==> src/rtl/vcmp_pkg.sv <==
package vcmp_pkg;
  typedef enum logic [1:0] {CMP_EQ = 2'd0, CMP_GE = 2'd1, CMP_GT = 2'd2} cmpKind_e;
  typedef enum logic [1:0] {FMT_SINT = 2'd0, FMT_UINT = 2'd1, FMT_FP = 2'd2} cmpFmt_e;

  typedef struct packed {
    logic     load;
    logic     undef;
    cmpFmt_e  fmt;
    cmpKind_e kind;
    logic [1:0] laneSize;
  } cmpStrobe_t;

  localparam logic [3:0] FLD_INT_ORD = 4'h3;
  localparam logic [3:0] FLD_INT_EQ  = 4'h8;
  localparam logic [3:0] FLD_FP      = 4'hE;
endpackage

==> src/rtl/vcmp_ctrl.sv <==
module vcmp_ctrl
  import vcmp_pkg::*;
#(
  parameter int INSTR_W = 32
) (
  input  logic               clk,
  input  logic               rst,
  input  logic               inValid,
  input  logic [INSTR_W-1:0] inInstr,
  input  logic               inUGroup,
  output cmpStrobe_t         strobe,
  output logic               outValid,
  output logic               outUndef
);
  logic [3:0] fieldOp;
  logic [1:0] fieldSize;
  logic       bit4;
  logic       bit20;
  logic       bit21;
  logic       isIntOrd;
  logic       isIntEq;
  logic       isFpOrd;
  logic       isFpEq;

  assign fieldOp   = inInstr[11:8];
  assign fieldSize = inInstr[21:20];
  assign bit4      = inInstr[4];
  assign bit20     = inInstr[20];
  assign bit21     = inInstr[21];

  assign isIntOrd = (fieldOp == FLD_INT_ORD);
  assign isIntEq  = inUGroup && (fieldOp == FLD_INT_EQ) && bit4;
  assign isFpOrd  = inUGroup && (fieldOp == FLD_FP) && !bit4 && !bit20;
  assign isFpEq   = !inUGroup && (fieldSize == 2'd0) && (fieldOp == FLD_FP) && !bit4;

  always_comb begin
    strobe.load     = inValid;
    strobe.undef    = 1'b1;
    strobe.fmt      = FMT_UINT;
    strobe.kind     = CMP_EQ;
    strobe.laneSize = fieldSize;
    if (isIntOrd) begin
      strobe.fmt   = inUGroup ? FMT_UINT : FMT_SINT;
      strobe.kind  = bit4 ? CMP_GE : CMP_GT;
      strobe.undef = (fieldSize == 2'd3);
    end else if (isIntEq) begin
      strobe.fmt   = FMT_UINT;
      strobe.kind  = CMP_EQ;
      strobe.undef = (fieldSize == 2'd3);
    end else if (isFpOrd) begin
      strobe.fmt      = FMT_FP;
      strobe.kind     = bit21 ? CMP_GT : CMP_GE;
      strobe.laneSize = 2'd2;
      strobe.undef    = 1'b0;
    end else if (isFpEq) begin
      strobe.fmt      = FMT_FP;
      strobe.kind     = CMP_EQ;
      strobe.laneSize = 2'd2;
      strobe.undef    = 1'b0;
    end
  end

  always_ff @(posedge clk) begin
    if (rst) begin
      outValid <= 1'b0;
      outUndef <= 1'b0;
    end else begin
      outValid <= inValid;
      if (inValid) outUndef <= strobe.undef;
    end
  end
endmodule

==> src/rtl/vcmp_datapath.sv <==
module vcmp_datapath
  import vcmp_pkg::*;
#(
  parameter int VEC_W   = 128,
  parameter int FP_W    = 32,
  parameter int N_SIZES = 3
) (
  input  logic             clk,
  input  logic             rst,
  input  cmpStrobe_t       strobe,
  input  logic [VEC_W-1:0] opN,
  input  logic [VEC_W-1:0] opM,
  output logic [VEC_W-1:0] outMask
);
  localparam int FP_LANES = VEC_W / FP_W;
  localparam int EXP_MSB  = FP_W - 2;
  localparam int FRAC_W   = 23;

  logic [N_SIZES-1:0][VEC_W-1:0] intMask;
  logic [VEC_W-1:0]              fpMask;
  logic [VEC_W-1:0]              nextMask;
  logic                          signExt;

  assign signExt = (strobe.fmt == FMT_SINT);

  function automatic logic pickHit(input cmpKind_e k, input logic gt, input logic eq);
    case (k)
      CMP_EQ:  pickHit = eq;
      CMP_GE:  pickHit = gt | eq;
      CMP_GT:  pickHit = gt;
      default: pickHit = 1'b0;
    endcase
  endfunction

  // integer lanes, one generated bank per lane width
  for (genvar g = 0; g < N_SIZES; g++) begin : gSize
    localparam int LW = 8 << g;
    localparam int NL = VEC_W / LW;
    logic [VEC_W-1:0] bankMask;
    for (genvar l = 0; l < NL; l++) begin : gLane
      logic signed [LW:0] laneA;
      logic signed [LW:0] laneB;
      logic               laneHit;
      always_comb begin
        laneA   = {signExt & opN[l*LW+LW-1], opN[l*LW +: LW]};
        laneB   = {signExt & opM[l*LW+LW-1], opM[l*LW +: LW]};
        laneHit = pickHit(strobe.kind, laneA > laneB, laneA == laneB);
      end
      assign bankMask[l*LW +: LW] = {LW{laneHit}};
    end
    assign intMask[g] = bankMask;
  end

  // single-precision lanes, ordered on the raw bit pattern
  for (genvar f = 0; f < FP_LANES; f++) begin : gFp
    logic [FP_W-1:0] a;
    logic [FP_W-1:0] b;
    logic nanA, nanB, anyNan, bothZero, magGt, magLt, fpGt, fpEq, fpHit;
    always_comb begin
      a        = opN[f*FP_W +: FP_W];
      b        = opM[f*FP_W +: FP_W];
      nanA     = (&a[EXP_MSB -: 8]) && (|a[FRAC_W-1:0]);
      nanB     = (&b[EXP_MSB -: 8]) && (|b[FRAC_W-1:0]);
      anyNan   = nanA | nanB;
      bothZero = (a[FP_W-2:0] == '0) && (b[FP_W-2:0] == '0);
      magGt    = a[FP_W-2:0] > b[FP_W-2:0];
      magLt    = a[FP_W-2:0] < b[FP_W-2:0];
      fpEq     = !anyNan && ((a == b) || bothZero);
      if (anyNan || bothZero)           fpGt = 1'b0;
      else if (a[FP_W-1] != b[FP_W-1])  fpGt = !a[FP_W-1];
      else if (a[FP_W-1])               fpGt = magLt;
      else                              fpGt = magGt;
      fpHit = pickHit(strobe.kind, fpGt, fpEq);
    end
    assign fpMask[f*FP_W +: FP_W] = {FP_W{fpHit}};
  end

  always_comb begin
    nextMask = '0;
    if (!strobe.undef) begin
      if (strobe.fmt == FMT_FP) begin
        nextMask = fpMask;
      end else begin
        for (int s = 0; s < N_SIZES; s++)
          if (strobe.laneSize == s[1:0]) nextMask = intMask[s];
      end
    end
  end

  always_ff @(posedge clk) begin
    if (rst) outMask <= '0;
    else if (strobe.load) outMask <= nextMask;
  end
endmodule

==> src/rtl/vec_lane_cmp.sv <==
module vec_lane_cmp
  import vcmp_pkg::*;
#(
  parameter int VEC_W   = 128,
  parameter int INSTR_W = 32
) (
  input  logic               clk,
  input  logic               rst,
  input  logic               inValid,
  input  logic [INSTR_W-1:0] inInstr,
  input  logic               inUGroup,
  input  logic [VEC_W-1:0]   opN,
  input  logic [VEC_W-1:0]   opM,
  output logic               outValid,
  output logic               outUndef,
  output logic [VEC_W-1:0]   outMask
);
  cmpStrobe_t strobe;

  vcmp_ctrl #(.INSTR_W(INSTR_W)) u_ctrl (
    .clk(clk), .rst(rst), .inValid(inValid), .inInstr(inInstr),
    .inUGroup(inUGroup), .strobe(strobe), .outValid(outValid),
    .outUndef(outUndef)
  );

  vcmp_datapath #(.VEC_W(VEC_W)) u_dp (
    .clk(clk), .rst(rst), .strobe(strobe), .opN(opN), .opM(opM),
    .outMask(outMask)
  );
endmodule

==> config.mk <==
export PLATFORM = sky130hd
export DESIGN_NAME = vec_lane_cmp
export DESIGN_NICKNAME = d
export VERILOG_FILES = /design/src/rtl/vcmp_pkg.sv /design/src/rtl/vcmp_ctrl.sv /design/src/rtl/vcmp_datapath.sv /design/src/rtl/vec_lane_cmp.sv
export SDC_FILE = /design/constraint.sdc
export NUM_CORES = 1
export LEC_CHECK = 0
export CAP_MARGIN = 5
export CORE_AREA = 2 2 165 167
export CTS_BUF_LIST = sky130_fd_sc_hd__clkbuf_4
export DETAILED_ROUTE_END_ITERATION = 12
export DIE_AREA = 0 0 167 169
export GPL_ROUTABILITY_DRIVEN = 0
export PLACE_DENSITY = 0.76
export SYNTH_ARGS = -nofsm -noshare
export SYNTH_HDL_FRONTEND = slang
export SYNTH_SLANG_ARGS = --single-unit
==> constraint.sdc <==
create_clock -name clk -period 2.9 [get_ports clk]
set_input_delay 0.29 -clock clk [delete_from_list [all_inputs] [get_ports clk]]
set_output_delay 0.29 -clock clk [all_outputs]
set_load 0.03 [all_outputs]
==> results.sh, run 1 <==
export IMPL_status="complete, no violations"
export IMPL_dr_total_vias=10790
export IMPL_crit_fanout=4
export IMPL_clockBufferDepth=2
export IMPL_cp_start_kind="input pin"
export IMPL_clk_latency_ns=0.30
export IMPL_async_flop_share_pct=0
export IMPL_root_buffer="clkbuf_4"
export IMPL_r2r_start="u_dp.outMask[31]$_SDFFE_PP0P_"
export IMPL_instances_no_fill=2009
export IMPL_irDropWorstVdd_mv=0.09223
export IMPL_routed_via_density=5.370
export IMPL_synth_edff_count=0
export IMPL_wirelength_mm=33.81
export IMPL_drc=0
export IMPL_ys_seq_area_share_pct=4.402
export IMPL_core_area_um2=26500
export IMPL_nNetsFinal=2098
export IMPL_worstPathArrival_ns=2.99
export IMPL_dp_cells=2000
export IMPL_drtPass1Iterations=5
export IMPL_port_buffers=396
export IMPL_drive_gt1_share_pct=15.50
export IMPL_synth_area_leaders="ha_1 (21%), buf_4 (10%), inv_1 (7.4%), nor4_1 (4.7%), dfxtp_1 (4.4%)"
export IMPL_netlist_area_um2=8185
export IMPL_synth_ff_type="dfxtp_1"
export IMPL_hold_ws_ns=0.5154
export IMPL_ys_seq_elements=18
export IMPL_tightest_slew_ns=0.6651
export IMPL_yosys_area_top_type="ha_1"
export IMPL_r2r_cells=3
export IMPL_ant_nets=0
export IMPL_first_global_vias=10680
export IMPL_period_minus_slack_ns=2.780
export IMPL_synth_lib_cells_used_distinct=70
export IMPL_floorplan_initialDensity_pct=30.89
export IMPL_cp_startpoint="opN[60]"
export IMPL_fin_setup_tns_ns=0
export IMPL_power_leakage_nw=5.880
export IMPL_antenna_found_initial=2
export IMPL_area_growth_pct=64.77
export IMPL_crit_path_end="u_dp.outMask[47]$_SDFFE_PP0P_"
export IMPL_place_hpwl_mm=29.52
export IMPL_cts_tree="done"
export IMPL_finalHoldViolCount=0
export IMPL_fin_crit_sh_pct=95.87
export IMPL_power_density_nw_per_um2=152.3
export IMPL_slew_headroom_pct=55.10
export IMPL_grt_first_pass_wirelength_mm=52.28
export IMPL_wl_per_cell_um=16.83
export IMPL_slew_viol_final=0
export IMPL_rsz0062_at_grt="yes"
export IMPL_ios=422
export IMPL_cts_buffers=3
export IMPL_required_ns=3.11
export IMPL_grt_total_usage_pct=22.21
export IMPL_syn_inst=1193
export IMPL_cts_hold_buf=0
export IMPL_num_rows=60
export IMPL_die_h_um=169
export IMPL_die_x_um=167
export IMPL_setup_viol_count_final=0
export IMPL_dieArea_um2=28220
export IMPL_crit_type="in2reg"
export IMPL_numClockSinks=18
export IMPL_drt_iter0_drc=470
export IMPL_max_freq_ghz=0.3597
export IMPL_cts_max_level=1
export IMPL_synth_most_common_cell="inv_1"
export IMPL_maxCapViolCount=0
export IMPL_synthTopCellsByCount="inv_1 (162), ha_1 (140), buf_4 (112)"
export IMPL_yosys_warnings=0
export IMPL_fin_skew_ns=0
export IMPL_reg2reg_to="u_dp.outMask[31]$_SDFFE_PP0P_"
export IMPL_hp_class="reg2reg"
export IMPL_clkSlewWorstSetupHoldPaths_ns=0.12
export IMPL_synth_top_area_share_pct=21.40
export IMPL_syn_avg_cell_area_um2=6.861
export IMPL_critPathCaptureType="flip-flop"
export IMPL_grt_max_degree=19
export IMPL_syn_num_nets=1625
export IMPL_overflow=0
export IMPL_r2r_setup_slack_ns=1.68
## registers in the layout, indices dropped and copies added (netlist names)
| signal | cells |
|---|---|
| u_ctrl.outValid | 1 |
| u_ctrl.outUndef | 1 |
| u_dp.outMask | 16 |
## how the worst min path moves through the flow
stage                                 startpoint                            to  slack (ns)  cells past startpoint
floorplan                                inValid    u_ctrl.outValid$_SDFF_PP0_        0.42                      1
global route        u_ctrl.outUndef$_SDFFE_PP0P_  u_ctrl.outUndef$_SDFFE_PP0P_        0.53                      1
global placement    u_ctrl.outUndef$_SDFFE_PP0P_  u_ctrl.outUndef$_SDFFE_PP0P_        0.49                      1
CTS                 u_ctrl.outUndef$_SDFFE_PP0P_  u_ctrl.outUndef$_SDFFE_PP0P_        0.52                      1
detailed placement  u_ctrl.outUndef$_SDFFE_PP0P_  u_ctrl.outUndef$_SDFFE_PP0P_        0.49                      1
finish              u_ctrl.outUndef$_SDFFE_PP0P_  u_ctrl.outUndef$_SDFFE_PP0P_        0.52                      1
## cells in the final DEF (no fill, tap or decap), types with 6 or more instances in the layout
| master | instances |
|---|---|
| a211oi_1 | 16 |
| nand4_1 | 49 |
| nor4_1 | 60 |
| a21o_1 | 14 |
| o21ai_0 | 44 |
| a31oi_1 | 15 |
| and4_1 | 10 |
| o22ai_1 | 6 |
| xnor2_1 | 10 |
| clkdlybuf4s50_1 | 392 |
| nand3_1 | 29 |
| nand2_1 | 64 |
| ha_1 | 137 |
| mux2i_1 | 10 |
| and3_1 | 9 |
| nor3_1 | 36 |
| o211ai_1 | 14 |
| a21oi_1 | 65 |
| nor2b_1 | 9 |
| inv_1 | 160 |
| o21a_1 | 17 |
| o21bai_1 | 9 |
| xor2_1 | 6 |
| dfxtp_1 | 18 |
| or3_1 | 14 |
| and2_1 | 6 |
| nor2_1 | 86 |
| or2_2 | 9 |
| buf_4 | 200 |
| o31ai_1 | 15 |
| nand2b_1 | 7 |
## layout make-up
class / count / area (um2)
Fill cell: 2478 / 13010
Clock buffer: 3 / 22.52
Multi-Input combinational cell: 885 / 6583
Inverter: 162 / 608.1
Antenna cell: 3 / 7.507
Tap cell: 341 / 426.7
Timing Repair Buffer: 596 / 5475
Clock inverter: 1 / 3.754
Sequential cell: 18 / 360.3
## layer usage
| metal | track usage [%] | wire (um) | part of all wire [%] |
|---|---|---|---|
| met5 | 0 | 0 | 0 |
| met1 | 26.19 | 13780 | 41 |
| met2 | 41.99 | 16980 | 50 |
| met4 | 6.522 | 858 | 2.5 |
| met3 | 2.572 | 2191 | 6.5 |
## cell families (layout without fill, tap and decap cells)
| logic type | Yosys count | count (layout) | synth area share [%] |
|---|---|---|---|
| simple gates | 418 | 418 | 27.44 |
| flops | 18 | 18 | 4.402 |
| other cells | 0 | 3 | 0 |
| xor+xnor | 16 | 16 | 1.712 |
| mux | 12 | 12 | 1.483 |
| fa+ha+maj | 140 | 140 | 21.40 |
| compound gates | 299 | 299 | 25.07 |
| buf+inv | 290 | 762 | 18.50 |
## critical path, cell delays in order
cell and delay (ns):
clkdlybuf4s50_1 0.49, ha_4 0.32, nand4_1 0.13, or4_4 0.60
nor4_4 0.25, nand2_1 0.10, a221oi_2 0.29, a31oi_4 0.07
a31o_2 0.26, a22o_1 0.19
## report_power, final
part           leakage (nW)  switching (W)  internal [W]
Clock                0.0154      0.0000871     0.0000501
Sequential            0.146     0.00000597      0.000251
Combinational          5.72       0.000768      0.000892
Total                  5.88       0.000861       0.00119
## repair_timing
item                                    in CTS  in global routing
resized for setup                            7                 45
endpoints found under the setup margin       4                 14
setup buffers                                1                  1
pin swaps                                    3                 19
gates cloned                                 0                  0
## through the flow
| stage | power [W] | cell area, um2 | worst slack [ns] | utilization, % |
|---|---|---|---|---|
| after floorplan | 0.0009612 | 8185 | 0.2354 | - |
| after global placement | 0.001808 | 13170 | -0.4864 | 49.70 |
| after detailed placement | 0.001844 | 13170 | -0.5448 | 49.70 |
| after CTS | 0.001999 | 13220 | 0.01219 | 49.89 |
| after global routing | 0.002222 | 13480 | -0.02898 | 50.88 |
| final | 0.002054 | 13490 | 0.1197 | 50.89 |
Note: power is estimated with default switching activity, not from simulation.
==> run 2: changes to the inputs <==
--- a/config.mk
+++ b/config.mk
@@ -11,7 +11,7 @@
 export DETAILED_ROUTE_END_ITERATION = 12
 export DIE_AREA = 0 0 167 169
 export GPL_ROUTABILITY_DRIVEN = 0
-export PLACE_DENSITY = 0.76
+export PLACE_DENSITY = 0.72
 export SYNTH_ARGS = -nofsm -noshare
 export SYNTH_HDL_FRONTEND = slang
 export SYNTH_SLANG_ARGS = --single-unit
==> run 2 against run 1 <==
  * Setup slack worse by 0.076 ns
  * Cell count up 0.25%
  * Sequential power about the same
  * Clock skew unchanged
  * Largest cell class unchanged
  * Clock power down 7%
  * Global-route usage up 0.089 points
  * Register-to-register slack better by 0.03 ns
==> results.sh, run 2 (synthesis results as in run 1) <==
export IMPL_p_sw_w=0.0008488
export IMPL_path_common_cell="and4_2"
export IMPL_fin_skew_ns=0
export IMPL_grt_total_usage_pct=22.30
export IMPL_tightest_slew_ns=0.5663
export IMPL_routed_via_density=5.343
export IMPL_crit_type="in2reg"
export IMPL_cts_tree="done"
export IMPL_gr_usage_met3_pct=3.156
export IMPL_clockPowerShare_pct=6.2
export IMPL_place_hpwl_mm=29.63
export IMPL_clockBufferDepth=2
export IMPL_drc=0
export IMPL_path_cells="clkdlybuf4s50_1 -> inv_1 -> ha_1 -> and4_2 -> buf_4 -> and4_2 -> nand4_1 -> or3_1 -> a31oi_2 -> a211oi_2 -> a311o_1 -> o211a_1"
export IMPL_maxCapViolCount=0
export IMPL_root_buffer="clkbuf_4"
export IMPL_antenna_found_initial=6
export IMPL_combPwrFrac_pct=81.2
export IMPL_cts_buffers=3
export IMPL_instances_no_fill=2014
export IMPL_core_area_um2=26500
export IMPL_clk_latency_ns=0.29
export IMPL_irDropWorstVdd_mv=0.09692
export IMPL_r2r_start="u_dp.outMask[31]$_SDFFE_PP0P_"
export IMPL_reg2reg_to="u_dp.outMask[31]$_SDFFE_PP0P_"
export IMPL_ant_nets=0
export IMPL_top_regs="u_dp.outMask (16), u_ctrl.outUndef (1), u_ctrl.outValid (1)"
export IMPL_pwr_share_seq_pct=12.6
export IMPL_largest_reg_flops=16
export IMPL_r2r_setup_slack_ns=1.71
export IMPL_die_x_um=167
export IMPL_grt_first_pass_wirelength_mm=51.98
export IMPL_drtPass1Iterations=5
export IMPL_cpPeakStageDelay_ns=0.49
export IMPL_largest_register="u_dp.outMask"
export IMPL_power_density_nw_per_um2=151.6
export IMPL_nNetsFinal=2104
export IMPL_hold_ws_ns=0.5246
export IMPL_met2_usage_pct=41.65
export IMPL_top_usage_layer="met2"
export IMPL_worstPathArrival_ns=3.06
export IMPL_cts_max_level=1
export IMPL_floorplan_initialDensity_pct=30.89
export IMPL_r2r_cells=3
export IMPL_first_global_vias=10470
export IMPL_crit_fanout=3
export IMPL_worstHoldPathCells=1
export IMPL_status="complete, no violations"
export IMPL_slew_headroom_pct=62.13
export IMPL_max_freq_ghz=0.3501
export IMPL_die_h_um=169
export IMPL_fin_crit_sh_pct=98.50
export IMPL_ios=422
export IMPL_dieArea_um2=28220
export IMPL_dr_total_vias=10760
export IMPL_hold_end="u_ctrl.outUndef$_SDFFE_PP0P_"
export IMPL_layout_common_cells="clkdlybuf4s50_1 (396), buf_4 (206), inv_1 (162)"
export IMPL_critPathCaptureType="flip-flop"
export IMPL_required_ns=3.10
export IMPL_period_minus_slack_ns=2.857
export IMPL_drt_iter0_drc=502
export IMPL_power_internal_w=0.001194
export IMPL_dp_cells=2007
export IMPL_fin_setup_tns_ns=0
export IMPL_layout_commonest_cell="clkdlybuf4s50_1"
export IMPL_p_sw_share_pct=41.55
export IMPL_crit_path_top_delay_cell="clkdlybuf4s50_1"
export IMPL_grt_max_degree=19
export IMPL_hp_class="reg2reg"
export IMPL_setup_viol_count_final=0
export IMPL_grt_util_met1_pct=26.59
export IMPL_drive_gt1_share_pct=15.93
export IMPL_numClockSinks=18
export IMPL_finalHoldViolCount=0
export IMPL_overflow=0
export IMPL_port_buffers=396
export IMPL_wl_per_cell_um=16.90
export IMPL_clkSlewWorstSetupHoldPaths_ns=0.11
export IMPL_power_leakage_nw=5.850
export IMPL_cp_start_kind="input pin"
export IMPL_hold_start="u_ctrl.outUndef$_SDFFE_PP0P_"
export IMPL_slew_viol_final=0
export IMPL_area_growth_pct=64.66
export IMPL_num_rows=60
export IMPL_wirelength_mm=34.04
[run 2: changes by cell type in the layout (fill, tap and decap cells not counted), moves of 3 or more]
cell and change:
a211oi_2 +4, clkdlybuf4s50_1 +4, a31oi_2 +3, dlymetal6s2s_1 -4
a21oi_1 -3, buf_4 +6, a21oi_2 +3, a211oi_1 -4
[run 2: cell type report]
cell class | count | area (um2)
antenna | 3 | 7.507
tap | 341 | 426.7
sequential | 18 | 360.3
inverter | 162 | 608.1
multi-input combinational | 885 | 6543
clock buffer | 3 | 22.52
timing repair buffer | 602 | 5510
fill | 2562 | 13020
[run 2: worst max path at each step]
stage                                                to  startpoint  slack (ns)  cells after the start
after global placement    u_dp.outMask[39]$_SDFFE_PP0P_     opM[38]       -0.40                     11
after detailed placement  u_dp.outMask[39]$_SDFFE_PP0P_     opM[38]       -0.53                     11
after floorplan           u_dp.outMask[39]$_SDFFE_PP0P_     opM[62]        0.24                     11
after global routing      u_dp.outMask[15]$_SDFFE_PP0P_     opM[28]       -0.01                     13
after CTS                 u_dp.outMask[39]$_SDFFE_PP0P_     opM[38]        0.01                     11
final                     u_dp.outMask[31]$_SDFFE_PP0P_     opM[29]        0.04                     12
[run 2: worst max-delay path: cells and delay by family]
family	cells	cell delay (ns)
compound gates	4	0.69
fa+ha+maj	1	0.29
buf+inv	3	0.66
simple gates	4	1.12
[run 2: power by group through the flow]
stage | Clock [W] | Sequential, W | Combinational [W]
finish | 0.000127 | 0.000257 | 0.00166
global route | 0.000147 | 0.000258 | 0.00181
CTS | 0.000131 | 0.000257 | 0.00160
detailed placement | 0 | 0.000263 | 0.00159
global placement | 0 | 0.000262 | 0.00156
floorplan | 0 | 0.000268 | 0.000694
[run 2: stage by stage]
stage | power [W] | instance area (um2) | worst slack (ns) | utilization [%]
after floorplan | 0.0009612 | 8185 | 0.2354 | -
after global placement | 0.001818 | 13220 | -0.4011 | 49.90
after detailed placement | 0.001850 | 13220 | -0.5255 | 49.90
after CTS | 0.001992 | 13260 | 0.01171 | 50.03
after global routing | 0.002212 | 13480 | -0.01085 | 50.86
final | 0.002043 | 13480 | 0.04342 | 50.86
[run 2: per-layer routing]
layer	wire, um	vias to the layer above
met3	2055	51
li1	-	5300
met2	16790	427
met1	14370	4976
met4	781	6
met5	41	-
[run 2: repair_timing]
| item | in CTS | in global routing |
|---|---|---|
| pin swaps | 4 | 6 |
| setup endpoints to repair | 4 | 16 |
| buffers inserted | 0 | 1 |
| resized for setup | 6 | 38 |
| endpoints found under the hold margin | 0 | 0 |
| hold buffers | 0 | 0 |
